[src/rtl/adc_seq_pkg.sv]
package adc_seq_pkg;

    localparam int STEP_W          = 4;
    localparam int LAST_CMD_STEP   = 11;
    localparam int FIRST_READ_STEP = 13;
    localparam int FINAL_STEP      = 15;

    localparam logic [7:0] OP_STOP_CONT = 8'h0F;
    localparam logic [7:0] OP_WRITE_REG = 8'h50;
    localparam logic [7:0] OP_RESYNC    = 8'hFC;
    localparam logic [7:0] OP_WAKE      = 8'h00;
    localparam logic [7:0] OP_READ_DATA = 8'h01;

    localparam logic [7:0] ADDR_RATE = 8'h03;
    localparam logic [7:0] ADDR_CTRL = 8'h02;
    localparam logic [7:0] ADDR_MUX  = 8'h01;

    typedef enum logic [2:0] {
        GAP_NONE,
        GAP_CMD,
        GAP_WREG,
        GAP_SYNC,
        GAP_READ
    } gap_kind_t;

    function automatic logic [7:0] step_byte(input logic [STEP_W-1:0] step,
                                             input logic [7:0] drate,
                                             input logic [7:0] adcon,
                                             input logic [7:0] mux);
        logic [7:0] b;
        case (step)
            4'd0:    b = OP_STOP_CONT;
            4'd1:    b = OP_WRITE_REG | ADDR_RATE;
            4'd3:    b = drate;
            4'd4:    b = OP_WRITE_REG | ADDR_CTRL;
            4'd6:    b = adcon;
            4'd7:    b = OP_WRITE_REG | ADDR_MUX;
            4'd9:    b = mux;
            4'd10:   b = OP_RESYNC;
            4'd11:   b = OP_WAKE;
            4'd12:   b = OP_READ_DATA;
            default: b = 8'h00;
        endcase
        return b;
    endfunction

    function automatic gap_kind_t step_gap(input logic [STEP_W-1:0] step);
        gap_kind_t g;
        case (step)
            4'd0, 4'd11:       g = GAP_CMD;
            4'd3, 4'd6, 4'd9:  g = GAP_WREG;
            4'd10:             g = GAP_SYNC;
            4'd12:             g = GAP_READ;
            default:           g = GAP_NONE;
        endcase
        return g;
    endfunction

endpackage

[src/rtl/spi_byte_shifter.sv]
module spi_byte_shifter #(
    parameter int HALF_CLKS = 4
) (
    input  logic       clk,
    input  logic       rst_n,
    input  logic       go,
    input  logic [7:0] tx_byte,
    input  logic       miso,
    output logic       sclk,
    output logic       mosi,
    output logic       done,
    output logic [7:0] rx_byte
);

    localparam int CW = $clog2(HALF_CLKS + 1);

    typedef enum logic [1:0] {PH_IDLE, PH_HIGH, PH_LOW} phase_t;

    phase_t        ph;
    logic [CW-1:0] cnt;
    logic [2:0]    bit_idx;
    logic [7:0]    sh;
    logic          half_end;

    assign half_end = (cnt == CW'(HALF_CLKS - 1));

    always_ff @(posedge clk or negedge rst_n) begin
        if (!rst_n) begin
            ph      <= PH_IDLE;
            cnt     <= '0;
            bit_idx <= '0;
            sh      <= '0;
            sclk    <= 1'b0;
            mosi    <= 1'b0;
            done    <= 1'b0;
            rx_byte <= '0;
        end else begin
            done <= 1'b0;
            unique case (ph)
                PH_IDLE: begin
                    if (go) begin
                        sh      <= {tx_byte[6:0], 1'b0};
                        mosi    <= tx_byte[7];
                        sclk    <= 1'b1;
                        cnt     <= '0;
                        bit_idx <= '0;
                        ph      <= PH_HIGH;
                    end
                end
                PH_HIGH: begin
                    if (half_end) begin
                        sclk    <= 1'b0;
                        rx_byte <= {rx_byte[6:0], miso};
                        cnt     <= '0;
                        ph      <= PH_LOW;
                    end else begin
                        cnt <= cnt + 1'b1;
                    end
                end
                PH_LOW: begin
                    if (half_end) begin
                        cnt <= '0;
                        if (bit_idx == 3'd7) begin
                            done <= 1'b1;
                            ph   <= PH_IDLE;
                        end else begin
                            bit_idx <= bit_idx + 1'b1;
                            mosi    <= sh[7];
                            sh      <= {sh[6:0], 1'b0};
                            sclk    <= 1'b1;
                            ph      <= PH_HIGH;
                        end
                    end else begin
                        cnt <= cnt + 1'b1;
                    end
                end
                default: ph <= PH_IDLE;
            endcase
        end
    end

endmodule

[src/rtl/gap_counter.sv]
module gap_counter #(
    parameter int W = 8
) (
    input  logic         clk,
    input  logic         rst_n,
    input  logic         load,
    input  logic [W-1:0] len,
    output logic         expired
);

    logic [W-1:0] cnt;

    assign expired = (cnt == '0);

    always_ff @(posedge clk or negedge rst_n) begin
        if (!rst_n) begin
            cnt <= '0;
        end else if (load) begin
            cnt <= len - W'(1);
        end else if (cnt != '0) begin
            cnt <= cnt - 1'b1;
        end
    end

endmodule

[src/rtl/adc_cmd_seq.sv]
module adc_cmd_seq
    import adc_seq_pkg::*;
#(
    parameter int MCLK_RATIO     = 2,
    parameter int SCLK_HALF_MCLK = 2,
    parameter int GAP_CMD_MCLK   = 4,
    parameter int GAP_WREG_MCLK  = 4,
    parameter int GAP_SYNC_MCLK  = 24,
    parameter int GAP_READ_MCLK  = 50
) (
    input  logic        clk,
    input  logic        rst_n,
    input  logic        start,
    input  logic [7:0]  cfg_drate,
    input  logic [7:0]  cfg_adcon,
    input  logic [7:0]  cfg_mux,
    input  logic        drdy_n,
    input  logic        spi_miso,
    output logic        spi_cs_n,
    output logic        spi_sclk,
    output logic        spi_mosi,
    output logic        busy,
    output logic        result_valid,
    output logic [23:0] result
);

    localparam int HALF     = SCLK_HALF_MCLK * MCLK_RATIO;
    localparam int LEN_CMD  = GAP_CMD_MCLK * MCLK_RATIO;
    localparam int LEN_WREG = GAP_WREG_MCLK * MCLK_RATIO;
    localparam int LEN_SYNC = GAP_SYNC_MCLK * MCLK_RATIO;
    localparam int LEN_READ = GAP_READ_MCLK * MCLK_RATIO;
    localparam int MAX_AB   = (LEN_CMD > LEN_WREG) ? LEN_CMD : LEN_WREG;
    localparam int MAX_CD   = (LEN_SYNC > LEN_READ) ? LEN_SYNC : LEN_READ;
    localparam int MAX_LEN  = (MAX_AB > MAX_CD) ? MAX_AB : MAX_CD;
    localparam int TW       = $clog2(MAX_LEN + 1);

    typedef enum logic [2:0] {
        ST_IDLE,
        ST_WAIT_READY,
        ST_ISSUE,
        ST_SHIFT,
        ST_GAP,
        ST_WAIT_DATA,
        ST_FINISH
    } state_t;

    state_t            state, nxt, follow;
    logic [STEP_W-1:0] step;
    logic [7:0]        drate_q, adcon_q, mux_q;
    logic [23:0]       acc;
    gap_kind_t         kind;

    logic              eng_go, eng_done;
    logic [7:0]        eng_tx, eng_rx;
    logic              tmr_load, tmr_expired;
    logic [TW-1:0]     tmr_len;
    logic              advance;

    assign kind     = step_gap(step);
    assign eng_tx   = step_byte(step, drate_q, adcon_q, mux_q);
    assign eng_go   = (state == ST_ISSUE);
    assign tmr_load = (state == ST_SHIFT) && eng_done;
    assign advance  = ((state == ST_SHIFT) && eng_done && (kind == GAP_NONE)) ||
                      ((state == ST_GAP) && tmr_expired);

    always_comb begin
        unique case (kind)
            GAP_CMD:  tmr_len = TW'(LEN_CMD);
            GAP_WREG: tmr_len = TW'(LEN_WREG);
            GAP_SYNC: tmr_len = TW'(LEN_SYNC);
            GAP_READ: tmr_len = TW'(LEN_READ);
            default:  tmr_len = TW'(1);
        endcase
    end

    spi_byte_shifter #(.HALF_CLKS(HALF)) u_shift (
        .clk     (clk),
        .rst_n   (rst_n),
        .go      (eng_go),
        .tx_byte (eng_tx),
        .miso    (spi_miso),
        .sclk    (spi_sclk),
        .mosi    (spi_mosi),
        .done    (eng_done),
        .rx_byte (eng_rx)
    );

    gap_counter #(.W(TW)) u_gap (
        .clk     (clk),
        .rst_n   (rst_n),
        .load    (tmr_load),
        .len     (tmr_len),
        .expired (tmr_expired)
    );

    always_ff @(posedge clk or negedge rst_n) begin
        if (!rst_n) state <= ST_IDLE;
        else        state <= nxt;
    end

    always_comb begin
        if (step == STEP_W'(LAST_CMD_STEP))   follow = ST_WAIT_DATA;
        else if (step == STEP_W'(FINAL_STEP)) follow = ST_FINISH;
        else                                  follow = ST_ISSUE;

        nxt = state;
        unique case (state)
            ST_IDLE:       if (start) nxt = ST_WAIT_READY;
            ST_WAIT_READY: if (!drdy_n) nxt = ST_ISSUE;
            ST_ISSUE:      nxt = ST_SHIFT;
            ST_SHIFT: begin
                if (eng_done) nxt = (kind == GAP_NONE) ? follow : ST_GAP;
            end
            ST_GAP:        if (tmr_expired) nxt = follow;
            ST_WAIT_DATA:  if (!drdy_n) nxt = ST_ISSUE;
            ST_FINISH:     nxt = ST_IDLE;
            default:       nxt = ST_IDLE;
        endcase
    end

    always_ff @(posedge clk or negedge rst_n) begin
        if (!rst_n) begin
            step         <= '0;
            drate_q      <= '0;
            adcon_q      <= '0;
            mux_q        <= '0;
            acc          <= '0;
            spi_cs_n     <= 1'b1;
            busy         <= 1'b0;
            result_valid <= 1'b0;
            result       <= '0;
        end else begin
            result_valid <= 1'b0;
            if (state == ST_IDLE && start) begin
                step    <= '0;
                drate_q <= cfg_drate;
                adcon_q <= cfg_adcon;
                mux_q   <= cfg_mux;
                busy    <= 1'b1;
            end
            if (state == ST_WAIT_READY && !drdy_n) spi_cs_n <= 1'b0;
            if (state == ST_SHIFT && eng_done && step >= STEP_W'(FIRST_READ_STEP))
                acc <= {acc[15:0], eng_rx};
            if (advance) step <= step + 1'b1;
            if (state == ST_FINISH) begin
                spi_cs_n     <= 1'b1;
                busy         <= 1'b0;
                result_valid <= 1'b1;
                result       <= acc;
            end
        end
    end

endmodule

[config.mk]
export PLATFORM = sky130hd
export DESIGN_NAME = adc_cmd_seq
export DESIGN_NICKNAME = d
export VERILOG_FILES = /design/src/rtl/adc_seq_pkg.sv /design/src/rtl/spi_byte_shifter.sv /design/src/rtl/gap_counter.sv /design/src/rtl/adc_cmd_seq.sv
export SDC_FILE = /design/constraint.sdc
export NUM_CORES = 1
export LEC_CHECK = 0
export ABC_AREA = 1
export ABC_CLOCK_PERIOD_IN_PS = 1900
export BUFFER_PORTS_ARGS = -buffer_cell sky130_fd_sc_hd__buf_2
export CORE_ASPECT_RATIO = 2
export CORE_MARGIN = 5
export CORE_UTILIZATION = 40
export CTS_CLUSTER_SIZE = 16
export DETAILED_ROUTE_END_ITERATION = 10
export GPL_ROUTABILITY_DRIVEN = 1
export GPL_TIMING_DRIVEN = 0
export SYNTH_ARGS = -nofsm -noshare
export SYNTH_HDL_FRONTEND = slang
export SYNTH_HIERARCHICAL = 1
export SYNTH_SLANG_ARGS = --single-unit
[constraint.sdc]
create_clock -name clk -period 1.9 [get_ports clk]
set_input_delay 0.095 -clock clk [delete_from_list [all_inputs] [get_ports clk]]
set_output_delay 0.095 -clock clk [all_outputs]
set_load 0.05 [all_outputs]
==> impl_results.rst, run 1 <==
.. list-table::
   :header-rows: 1

   * - Metric
     - Value
   * - Post-Syn Area
     - about 0.0057 mm^2
   * - Area fraction in and, or, nand and nor cells after synthesis
     - about a quarter
   * - H-tree depth
     - 4
   * - Overflow left after global routing
     - 0
   * - Post-synthesis async set-or-reset flop share
     - 100%
   * - Achievable clock frequency
     - approximately 500 MHz
   * - Fill count
     - between 1000 and 1500
   * - GRT met3 Usage
     - 3.97%
   * - Power density relative to cell area
     - between 700 and 800 mW/mm^2
   * - Clock latency on the worst-skew pair
     - 420 ps
   * - Die H
     - roughly 180 um
   * - Arrival time at the worst endpoint
     - 2390 ps
   * - GPL Wtd Cong
     - ~0.94
   * - Antenna-violating nets left
     - 0
   * - Post-synthesis average cell area
     - 8.95 um^2
   * - Number of enable-type register cells in the synthesized netlist
     - 0
   * - Compound-Gate Fraction of Synth Area
     - about 8.7%
   * - Synthesized netlist net count
     - between 600 and 700
   * - Adder-cell area share of the yosys netlist
     - 2.65%
   * - Global-route wire length before repair
     - about 24000 um
   * - Global-route met1 utilization
     - roughly a fifth
   * - Sink Count
     - ~120
   * - Synthesized-area fraction occupied by xor and xnor cells
     - less than 1%
   * - Core area
     - between 0.01 and 0.015 mm^2
   * - Dominant synthesized flop cell
     - sky130_fd_sc_hd__dfrtp_1
   * - Via/cell ratio
     - ~4.9
   * - Total length of routed wires
     - about 15000 um
   * - Clock tree root driver cell
     - sky130_fd_sc_hd__clkbuf_16
   * - Detailed Route Iter0 Violations
     - 180
   * - Tightest Hold Check Type
     - in -> async
   * - Class of the most critical setup path
     - reg -> reg
   * - DRC viols
     - 0
   * - GRT Resource Usage Total
     - between 10% and 20%
   * - Number of antenna cells inserted
     - 0
   * - Largest net degree at the start of global routing
     - 102
   * - Vias in the first global route
     - 5022
   * - Sequential area share after synthesis
     - between 50% and 60%
   * - Result of the run
     - finished, violations left
   * - Number of hold violations in the final report
     - 0
   * - Actual transition at the worst max-transition pin
     - between 500 and 600 ps
   * - Area share of the leading cell type in the synthesized netlist
     - between 50 and 60%
   * - Largest area contributor in the netlist
     - sky130_fd_sc_hd__dfrtp_1
   * - Mux cell area share after synthesis
     - roughly 5.1%
   * - Commonest cells in the synthesized netlist
     - 203 x sky130_fd_sc_hd__nand2_1, 114 x sky130_fd_sc_hd__dfrtp_1, 68 x sky130_fd_sc_hd__inv_1
   * - Total placed instance area
     - 0.00623 mm^2
   * - Final-report setup violation count
     - 11
   * - Launch instance of the worst register-to-register path
     - step[0]
   * - Detailed-route via count
     - 4721
   * - Number of max-capacitance violations reported
     - 0
   * - Layout net count
     - ~810
   * - Clock tree skew after final layout
     - around 15 ps
   * - Port Buffers
     - 57
   * - Number of warnings issued by yosys
     - 6
   * - Worst ir drop on vdd
     - 538 uV
   * - Violations in the final reports
     - negative setup slack
   * - Area of the die
     - ~0.017 mm^2
   * - Leading cell type by number of instances after synthesis
     - sky130_fd_sc_hd__nand2_1
   * - Area added between synthesis and finish
     - 33.4%
   * - Number of buffers inserted during clock tree synthesis
     - 17
   * - Initial antenna violation count
     - 0
   * - Setup slack after placement
     - -467 ps
   * - Number of distinct library cells after synthesis
     - 35
   * - Req. time, crit path
     - approximately 2300 ps
   * - Largest family of logic cells by synthesized area
     - simple AND/OR/NAND/NOR gates
   * - Slew margin rel.
     - between 60% and 70%
   * - Routing layer with the top usage in global route
     - met2
   * - Mapped Cells
     - around 630
   * - Maximum fanout encountered on the critical timing path
     - 5
   * - Final HPWL from detailed placement
     - slightly above 10000 um
   * - Row count
     - 61
   * - RSZ-0062 raised after global routing
     - true
   * - Type of destination of the critical path
     - flop
   * - Initial DRT Pass Iterations
     - 5
   * - Mean routed wirelength per cell
     - ~15 um
   * - Leak Pwr
     - around 3.9 nW
   * - GR met2 Demand/Resource
     - 34.9%
   * - Final standard cell area without fillers
     - about 0.0076 mm^2
   * - Min setup slack post-route
     - -143 ps
   * - Minimum clock period after layout
     - between 2000 and 2500 ps
   * - Horizontal extent of the die
     - roughly 94 um
   * - Synthesized flop and latch total
     - 115
   * - Top cells by area in the synthesized netlist
     - sky130_fd_sc_hd__dfrtp_1 50%, sky130_fd_sc_hd__nand2_1 13%, sky130_fd_sc_hd__inv_1 4.5%, sky130_fd_sc_hd__mux2_2 3.8%, sky130_fd_sc_hd__o21ai_2 3.4%
   * - Initial Utilization
     - roughly two fifths
   * - Ratio of final minimum period to clock period
     - 108%
   * - CTS clk-pin slew, worst paths
     - ~60 ps
   * - Kind of start point of the critical path
     - flop
   * - I/O pin count
     - 58
   * - Total count of max-transition violations in the final report
     - 0
   * - Setup tns final
     - -838 ps
   * - Maximum buffer depth of the clock tree
     - 2
   * - TritonCTS clock tree
     - built
   * - Startpoint of the worst setup timing path
     - step[0]
   * - Layout cells sized above 1
     - between 30% and 40%
[metrics by stage]
step                cells  util (%)  hold slack, ps  total power, W
floorplan             633         -            -201         0.00251
global placement      879      44.6             328         0.00260
detailed placement    880      44.9           -67.3         0.00261
CTS                   955      52.9            53.4         0.00584
global route          968      54.4            49.7         0.00596
finish                968      54.4            58.1         0.00576
[cells in the final DEF (no fill, tap or decap), types with 7 or more instances in the layout]
cell type and n:
sky130_fd_sc_hd__o21ai_1 7, sky130_fd_sc_hd__mux2_2 19, sky130_fd_sc_hd__nand3_1 14, sky130_fd_sc_hd__nand2_1 193, sky130_fd_sc_hd__nand2_2 16, sky130_fd_sc_hd__o21ai_2 25, sky130_fd_sc_hd__ha_1 7, sky130_fd_sc_hd__nor2_4 10
sky130_fd_sc_hd__clkbuf_16 17, sky130_fd_sc_hd__inv_1 62, sky130_fd_sc_hd__nand4_1 23, sky130_fd_sc_hd__dlygate4sd3_1 26, sky130_fd_sc_hd__buf_4 28, sky130_fd_sc_hd__nor2_1 25, sky130_fd_sc_hd__a21oi_2 11, sky130_fd_sc_hd__buf_2 62
sky130_fd_sc_hd__inv_2 7, sky130_fd_sc_hd__a21oi_1 12, sky130_fd_sc_hd__dfrtp_1 112, sky130_fd_sc_hd__o21ai_0 19, sky130_fd_sc_hd__buf_6 18
[where the power goes]
| part | leakage [nW] | internal [W] | switching [W] |
|---|---|---|---|
| clock network | 0.280 | 0.00186 | 0.00131 |
| registers | 1.53 | 0.00246 | 0.00000565 |
| logic | 2.08 | 0.0000661 | 0.0000713 |
[logic make-up after synthesis]
family,Yosys count
AND/OR/NAND/NOR,307
flip-flops,115
other,1
buffers and inverters,97
multiplexers,24
AO/OA/AOI/OAI,75
XOR/XNOR,2
adder cells (fa/ha/maj),12
[registers in the layout (all words and copies together) (netlist names), 2 cells and up]
register / count
adcon_q: 8
mux_q: 8
u_shift/sh: 7
u_shift/cnt: 3
drate_q: 8
u_shift/rx_byte: 8
result: 24
u_gap/cnt: 7
u_shift/ph: 2
u_shift/bit_idx: 3
state: 3
acc: 24
step: 4
[layout make-up]
class | count | area [um^2] | area share [%]
Clock inverter | 15 | 159 | 2.10
Inverter | 74 | 292 | 3.86
Timing Repair Buffer | 114 | 827 | 10.9
Clock buffer | 17 | 425 | 5.63
Buffer | 23 | 203 | 2.68
Sequential cell | 115 | 2880 | 38.1
Tap cell | 189 | 236 | 3.13
Multi-Input combinational cell | 421 | 2540 | 33.6
[routing by layer]
metal | up-vias | wire length (um)
met4 | 0 | 555
met1 | 2299 | 5540
met3 | 31 | 419
met5 | - | 0
li1 | 2290 | -
met2 | 101 | 8420
[worst paths after layout]
kind                                endpoint  slack [ps]  depth (start not counted)
worst min register to register  u_shift/sclk         470                          2
worst min-delay path            u_gap/cnt[3]          60                          2
min in group clk                    spi_cs_n          60                          3
worst max register to register  u_gap/cnt[6]        -140                         17
worst max-delay path            u_gap/cnt[6]        -140                         17
max in group asynchronous            step[1]        1090                          3
[timing repair]
item                                    in CTS  in global routing
endpoints found under the hold margin      140                  0
buffers inserted                            17                 16
hold buffers                                26                  0
gates resized for setup                     38                 31
endpoints found under the setup margin       6                 13
pin swaps                                   16                 25
[critical path, cell delays in order, from the launching register on]
cell                      delay (ps)
sky130_fd_sc_hd__dfrtp_2         480
sky130_fd_sc_hd__inv_4           120
sky130_fd_sc_hd__ha_4            170
sky130_fd_sc_hd__nand3_4          90
sky130_fd_sc_hd__nand2_4         110
sky130_fd_sc_hd__nor2_4           50
sky130_fd_sc_hd__nand2_2          80
sky130_fd_sc_hd__inv_2            40
sky130_fd_sc_hd__nand2_2          50
sky130_fd_sc_hd__o21ai_2          60
sky130_fd_sc_hd__inv_1            60
sky130_fd_sc_hd__ha_2            180
sky130_fd_sc_hd__inv_2            40
sky130_fd_sc_hd__nor2_4          170
sky130_fd_sc_hd__nand3_2         100
sky130_fd_sc_hd__nand2_1          70
sky130_fd_sc_hd__inv_1            40
sky130_fd_sc_hd__nor2_1           80
Power figures use the tool's default switching activity.
==> run 2: changes to the inputs <==
--- a/config.mk
+++ b/config.mk
@@ -15,7 +15,7 @@
 export DETAILED_ROUTE_END_ITERATION = 10
 export GPL_ROUTABILITY_DRIVEN = 1
 export GPL_TIMING_DRIVEN = 0
+export SETUP_SLACK_MARGIN = 0.5
 export SYNTH_ARGS = -nofsm -noshare
 export SYNTH_HDL_FRONTEND = slang
-export SYNTH_HIERARCHICAL = 1
 export SYNTH_SLANG_ARGS = --single-unit
==> run 2 against run 1 <==
  * The flow still finishes with violations (negative setup slack)
  * Clock power hardly changed
  * Sequential power hardly changed
  * Design area up 5.0%
  * Die area is 7.7% lower
  * Largest power group unchanged
==> impl_results.rst, run 2 <==
.. list-table::
   :header-rows: 1

   * - Metric
     - Value
   * - Top cells by area in the synthesized netlist
     - sky130_fd_sc_hd__dfrtp_1 55%, sky130_fd_sc_hd__nand2_1 15%, sky130_fd_sc_hd__o21ai_0 6.8%, sky130_fd_sc_hd__inv_1 5.2%, sky130_fd_sc_hd__ha_1 2.9%
   * - Post-synthesis average cell area
     - about 8.4 um^2
   * - Largest area contributor in the netlist
     - sky130_fd_sc_hd__dfrtp_1
   * - Largest stage delay on the critical path
     - approximately 460 ps
   * - Achievable clock frequency
     - approximately 510 MHz
   * - Leak Pwr
     - about 4.0 nW
   * - H-tree depth
     - 4
   * - Compound-Gate Fraction of Synth Area
     - 11.6%
   * - Horizontal extent of the die
     - approximately 91 um
   * - Antenna-violating nets left
     - 0
   * - Slowest cell on crit path
     - sky130_fd_sc_hd__dfrtp_2
   * - Total design power
     - ~0.0057 W
   * - Kind of start point of the critical path
     - flop
   * - GRT Resource Usage Total
     - between 15 and 20%
   * - DRC viols
     - 0
   * - CTS clk-pin slew, worst paths
     - around 60 ps
   * - Core area
     - around 0.013 mm^2
   * - Adder-cell area share of the yosys netlist
     - between 2 and 3%
   * - Post-Route Hold Slack
     - roughly 160 ps
   * - Area of the die
     - 0.0155 mm^2
   * - Number of warnings issued by yosys
     - 0
   * - Synthesized netlist net count
     - 657
   * - Commonest cells after routing, fill and taps aside
     - 152 x sky130_fd_sc_hd__nand2_1, 107 x sky130_fd_sc_hd__dfrtp_1, 57 x sky130_fd_sc_hd__buf_2
   * - Largest family of logic cells by synthesized area
     - simple AND/OR/NAND/NOR gates
   * - Area fraction in and, or, nand and nor cells after synthesis
     - 22.0%
   * - Most common library cell in the layout ignoring fill and taps
     - sky130_fd_sc_hd__nand2_1
   * - Min setup slack post-route
     - -74.1 ps
   * - Overflow left after global routing
     - 0
   * - Area share of the leading cell type in the synthesized netlist
     - a little over half
   * - Post-synthesis async set-or-reset flop share
     - between 90% and 100%
   * - Area added between synthesis and finish
     - 52.9%
   * - Initial Utilization
     - 40.2%
   * - Number of enable-type register cells in the synthesized netlist
     - 0
   * - Slew margin rel.
     - around two fifths
   * - Sink Count
     - around 120
   * - GPL Wtd Cong
     - 0.849
   * - Number of antenna cells inserted
     - 0
   * - Largest net degree at the start of global routing
     - 71
   * - Detailed-route via count
     - around 4700
   * - Number of max-capacitance violations reported
     - 0
   * - Class of the most critical setup path
     - reg -> reg
   * - Maximum fanout encountered on the critical timing path
     - 4
   * - Number of distinct library cells after synthesis
     - 38
   * - Synthesized flop and latch total
     - ~120
   * - Leading cell type by number of instances after synthesis
     - sky130_fd_sc_hd__nand2_1
   * - Synthesized-area fraction occupied by xor and xnor cells
     - 0.337%
   * - Mux cell area share after synthesis
     - 0%
   * - Maximum buffer depth of the clock tree
     - 2
   * - Sequential area share after synthesis
     - 55.4%
   * - Number of buffers inserted during clock tree synthesis
     - 17
   * - Dominant synthesized flop cell
     - sky130_fd_sc_hd__dfrtp_1
   * - Type of destination of the critical path
     - flop
   * - Initial DRT Pass Iterations
     - 4
   * - Clock tree skew after final layout
     - 7.39 ps
   * - Mean routed wirelength per cell
     - around 15 um
   * - Result of the run
     - finished, violations left
   * - Layout net count
     - 813
   * - Post-Syn Area
     - 0.00519 mm^2
   * - Power density relative to cell area
     - ~720 mW/mm^2
   * - Top flop regs
     - acc: 24 flops, result: 24 flops
   * - Arrival time at the worst endpoint
     - between 2000 and 2500 ps
   * - Total count of max-transition violations in the final report
     - 0
   * - Via/cell ratio
     - ~5.0
   * - Vias in the first global route
     - between 4000 and 5000
   * - Req. time, crit path
     - about 2200 ps
   * - I/O pin count
     - between 50 and 60
   * - Port Buffers
     - 57
   * - Worst ir drop on vdd
     - about 690 uV
   * - Initial antenna violation count
     - 1
   * - Minimum clock period after layout
     - between 1500 and 2000 ps
   * - Global-route wire length before repair
     - about 22000 um
   * - Row count
     - 59
   * - Detailed Route Iter0 Violations
     - ~230
   * - Total placed instance area
     - approximately 0.0059 mm^2
   * - Cell Count Post-Placement
     - slightly above 800
   * - Commonest cells in the synthesized netlist
     - 201 x sky130_fd_sc_hd__nand2_1, 114 x sky130_fd_sc_hd__dfrtp_1, 72 x sky130_fd_sc_hd__inv_1
   * - Tightest Hold Check Type
     - in -> reg
   * - Post-route insts no fill
     - approximately 940
   * - Total length of routed wires
     - 14400 um
   * - Final standard cell area without fillers
     - slightly below 0.008 mm^2
   * - Clock latency on the worst-skew pair
     - ~410 ps
   * - Final-report setup violation count
     - 3
   * - Cell breakdown of the critical path
     - inv_4, ha_4, nand3_4, nand2_4, nor2_4, nand3_2, nand2_2, inv_2, ha_4, inv_2, nor2_4, nand3_2, nor2_4, nand3_2, a21oi_2
   * - Util after Layout
     - 61.5%
   * - Clock tree root driver cell
     - sky130_fd_sc_hd__clkbuf_16
   * - TritonCTS clock tree
     - built
   * - Ratio of final minimum period to clock period
     - 104%
   * - Actual transition at the worst max-transition pin
     - around 900 ps
   * - RSZ-0062 raised after global routing
     - true
   * - Mapped Cells
     - roughly 620
   * - Die H
     - roughly 170 um
   * - Layout cells sized above 1
     - 43.3%
   * - Violations in the final reports
     - negative setup slack
   * - Number of hold violations in the final report
     - 0
   * - Final HPWL from detailed placement
     - 9160 um
[run 2: metal layers]
metal  global-route usage, %  vias up  wire length, um  share of wire, %
li1                        -     2284                -                 -
met4                    8.94        2              698               4.8
met1                    16.5     2273             4790                33
met3                    4.09       52              494               3.4
met5                       0        -               19              0.13
met2                    34.3      120             8430                58
[run 2: worst paths after layout]
check,from,endpoint,slack [ps],depth (start not counted)
hold reg to reg,result[21],result[21],470,2
hold / removal,start,busy,160,4
setup reg to reg,step[0],u_gap.cnt[6],-70,15
setup / recovery,step[0],u_gap.cnt[6],-70,15
min in group asynchronous,rst_n,result[3],360,2
max in group asynchronous,rst_n,spi_cs_n,760,3
[run 2: report_power, final]
part           switching (W)  leakage, nW  internal [W]
clock network        0.00128        0.288       0.00186
registers         0.00000361         1.48       0.00246
logic              0.0000738         2.20     0.0000667
total                0.00136         3.97       0.00439
[run 2: stage by stage]
stage	setup slack (ps)	TNS, ps
global route	-176	-482
floorplan	56.4	0
finish	-74.1	-103
detailed placement	-265	-480
CTS	-78.1	-78.1
global placement	-613	-68950
[run 2: logic make-up after synthesis]
logic type / count (synthesis)
compound gates: 110
fa+ha+maj: 12
xor+xnor: 2
flops: 115
simple gates: 277
buf+inv: 100
[run 2: repair_timing]
action / in CTS / in global routing
endpoints found under the hold margin: 95 / 0
hold buffers: 27 / 0
buffers inserted: 26 / 23
endpoints found under the setup margin: 111 / 114
cloned: 0 / 3
resized for setup: 57 / 197
pin swaps: 22 / 26
[run 2: area by class of cell]
cell class              instances  area (um^2)
fillers                      1052         4980
flip-flops and latches        115         2890
multi-input cells             401         2680
repair buffers                137         1070
clock buffers                  17          425
inverters                      82          329
plain buffers                  18          194
well taps                     152          190
clock inverters                15          161
[run 2: critical path: cells and delay by family, from the launching register on]
kind                     cells  cell delay, ps
buffers and inverters        3             200
AO/OA/AOI/OAI                1             140
AND/OR/NAND/NOR              9             790
flip-flops                   1             460
adder cells (fa/ha/maj)      2             290
==> run 3: changes to the inputs <==
--- a/config.mk
+++ b/config.mk
@@ -16,6 +16,8 @@
 export GPL_ROUTABILITY_DRIVEN = 1
 export GPL_TIMING_DRIVEN = 0
 export SETUP_SLACK_MARGIN = 0.5
+export SKIP_LAST_GASP = 1
 export SYNTH_ARGS = -nofsm -noshare
 export SYNTH_HDL_FRONTEND = slang
+export SYNTH_HIERARCHICAL = 1
 export SYNTH_SLANG_ARGS = --single-unit
==> run 3 against run 2 <==
  * The flow still finishes with violations (negative setup slack)
  * Setup slack lost 13 ps
  * Die area rose by 8.3%
  * Clock skew rose by 0.64 ps
  * Clock power is 7.3% higher
  * Register-to-register slack about the same
  * Design area rose by 2.4%
  * Wire length rose by 14%
  * Sequential power is essentially flat
  * Critical path depth shrank 3
  * First-iteration DRC count grew 26%
  * Combinational power about the same
  * Critical path type unchanged
  * Critical endpoint is now u_gap/cnt[6]
  * Largest power group unchanged
==> impl_results.rst, run 3 (synthesized netlist as in run 1, its figures left out) <==
.. list-table::
   :header-rows: 1

   * - Metric
     - Value
   * - Top flop regs
     - acc: 24 flops, result: 24 flops
   * - Violations in the final reports
     - negative setup slack
   * - Fill count
     - between 1000 and 1500
   * - Leak Pwr
     - just over 4 nW
   * - Register area
     - 0.00288 mm^2
   * - Clock tree root driver cell
     - sky130_fd_sc_hd__clkbuf_16
   * - Core area
     - 0.0139 mm^2
   * - Clock latency on the worst-skew pair
     - 420 ps
   * - TritonCTS clock tree
     - built
   * - H-tree depth
     - 4
   * - Initial DRT Pass Iterations
     - 5
   * - Horizontal extent of the die
     - 94.2 um
   * - Total design power
     - roughly 0.0060 W
   * - Cell Count Post-Placement
     - slightly below 900
   * - Total count of max-transition violations in the final report
     - 0
   * - DRC viols
     - 0
   * - Most common library cell in the layout ignoring fill and taps
     - sky130_fd_sc_hd__nand2_1
   * - Type of destination of the critical path
     - flop
   * - Final HPWL from detailed placement
     - about 11000 um
   * - Area of the multi-input gates
     - 0.00274 mm^2
   * - CTS clk-pin slew, worst paths
     - 60 ps
   * - Overflow left after global routing
     - 0
   * - Number of max-capacitance violations reported
     - 0
   * - Result of the run
     - finished, violations left
   * - Maximum fanout encountered on the critical timing path
     - 4
   * - Maximum buffer depth of the clock tree
     - 2
   * - Number of antenna cells inserted
     - 0
   * - Slew margin rel.
     - a little over three fifths
   * - Class of the most critical setup path
     - reg -> reg
   * - Min setup slack post-route
     - -86.7 ps
   * - GRT Resource Usage Total
     - approximately a fifth
   * - Ratio of final minimum period to clock period
     - 105%
   * - Req. time, crit path
     - around 2200 ps
   * - Area added between synthesis and finish
     - 43.5%
   * - GPL Wtd Cong
     - ~0.91
   * - Arrival time at the worst endpoint
     - around 2300 ps
   * - Area of the die
     - approximately 0.017 mm^2
   * - Detailed Route Iter0 Violations
     - 291
   * - Util after Layout
     - 58.5%
   * - Layout net count
     - 833
   * - Row count
     - a little over 60
   * - Number of buffers inserted during clock tree synthesis
     - 17
   * - Largest net degree at the start of global routing
     - 93
   * - RSZ-0062 raised after global routing
     - true
   * - Number of hold violations in the final report
     - 0
   * - Final-report setup violation count
     - 4
   * - Achievable clock frequency
     - 503 MHz
   * - Port Buffers
     - 57
   * - Tightest Hold Check Type
     - in -> reg
   * - Detailed-route via count
     - approximately 5000
   * - Total length of routed wires
     - 16400 um
   * - Post-route insts no fill
     - around 990
   * - Clock tree skew after final layout
     - 8.03 ps
   * - Global-route wire length before repair
     - ~25000 um
   * - Kind of start point of the critical path
     - flop
   * - Layout cells sized above 1
     - between 40% and 50%
   * - Commonest cells after routing, fill and taps aside
     - 178 x sky130_fd_sc_hd__nand2_1, 110 x sky130_fd_sc_hd__dfrtp_1, 58 x sky130_fd_sc_hd__buf_2
   * - Minimum clock period after layout
     - slightly below 2000 ps
   * - I/O pin count
     - 58
   * - Sink Count
     - ~120
   * - Power density relative to cell area
     - 735 mW/mm^2
   * - Die H
     - between 150 and 200 um
   * - Initial antenna violation count
     - 0
   * - Initial Utilization
     - around two fifths
   * - Mean routed wirelength per cell
     - around 16 um
   * - Via/cell ratio
     - 5.02
   * - Vias in the first global route
     - ~5000
   * - Worst ir drop on vdd
     - between 600 and 700 uV
   * - Reg2Reg Setup Slack
     - -90 ps
   * - Antenna-violating nets left
     - 0
   * - Actual transition at the worst max-transition pin
     - between 500 and 600 ps
-- run 3: cell count changes in the layout (fill, tap and decap cells not counted), moves of 4 or more --
cell | previous run | this run
sky130_fd_sc_hd__nand2_1 | 152 | 178
sky130_fd_sc_hd__mux2_2 | 0 | 19
sky130_fd_sc_hd__o21ai_0 | 32 | 14
sky130_fd_sc_hd__nand4_1 | 6 | 23
sky130_fd_sc_hd__buf_4 | 31 | 43
sky130_fd_sc_hd__nand2_4 | 17 | 7
sky130_fd_sc_hd__inv_2 | 20 | 13
sky130_fd_sc_hd__nand2_2 | 34 | 27
sky130_fd_sc_hd__o21ai_2 | 33 | 26
sky130_fd_sc_hd__a21oi_2 | 6 | 12
sky130_fd_sc_hd__mux2_4 | 0 | 5
sky130_fd_sc_hd__nor2_1 | 16 | 20
-- run 3: area by class of cell --
class | instances | area share, %
timing repair buffer | 140 | 13.2
tap | 189 | 2.91
buffer | 23 | 3.37
clock buffer | 17 | 5.23
inverter | 74 | 3.71
clock inverter | 15 | 2.39
sequential | 115 | 35.5
multi-input combinational | 421 | 33.7
-- run 3: worst paths after layout --
| check | from | endpoint | depth (start not counted) |
|---|---|---|---|
| min | drdy_n | spi_cs_n | 3 |
| min in group asynchronous | rst_n | adcon_q[2] | 2 |
| min reg2reg | u_shift/sclk | u_shift/sclk | 2 |
| max reg2reg | step[1] | u_gap/cnt[6] | 12 |
| max | step[1] | u_gap/cnt[6] | 12 |
| max in group asynchronous | rst_n | step[0] | 3 |
-- run 3: power by group --
part	internal (W)	leakage [nW]	total (W)	switching, W
combinational	0.0000665	2.29	0.000138	0.0000715
clock	0.00210	0.293	0.00337	0.00128
sequential	0.00246	1.53	0.00246	0.00000634
total	0.00462	4.11	0.00597	0.00135
-- run 3: per-layer routing --
| metal | vias up | global-route usage, % | part of all wire, % |
|---|---|---|---|
| met5 | - | 0 | 0 |
| met4 | 0 | 9.70 | 4.0 |
| met3 | 46 | 3.63 | 3.6 |
| met2 | 179 | 37.3 | 57 |
| met1 | 2429 | 20.3 | 36 |
| li1 | 2340 | - | - |
-- run 3: critical path, stage by stage, from the launching register on --
cell                      delay (ps)
sky130_fd_sc_hd__dfrtp_2         470
sky130_fd_sc_hd__ha_4            210
sky130_fd_sc_hd__nand2_2         110
sky130_fd_sc_hd__nand2_4          80
sky130_fd_sc_hd__nor2_4          150
sky130_fd_sc_hd__a21oi_4          80
sky130_fd_sc_hd__or2_2           290
sky130_fd_sc_hd__nand2_2          80
sky130_fd_sc_hd__o21ai_2          80
sky130_fd_sc_hd__nor2_1          120
sky130_fd_sc_hd__nand3_1          80
sky130_fd_sc_hd__nand2_1          70
sky130_fd_sc_hd__nor2_1           50
-- run 3: per-stage QoR --
stage               cell area, um^2  hold slack (ps)  setup TNS (ps)  worst slack (ps)
finish                         8130             81.9            -257             -86.7
CTS                            7720             72.9           -19.5             -19.5
global route                   8130             76.9            -560              -170
floorplan                      5800             -201               0              68.1
global placement               6320              328          -77300              -891
detailed placement             6350            -28.0            -951              -263
-- run 3: repair_timing --
| action | 4_1_cts | 5_1_grt |
|---|---|---|
| hold buffers | 26 | 0 |
| pin swaps | 33 | 47 |
| setup buffers | 32 | 22 |
| endpoints found under the setup margin | 97 | 104 |
| gates resized for setup | 68 | 67 |
| endpoints found under the hold margin | 139 | 0 |
| gates cloned | 0 | 2 |
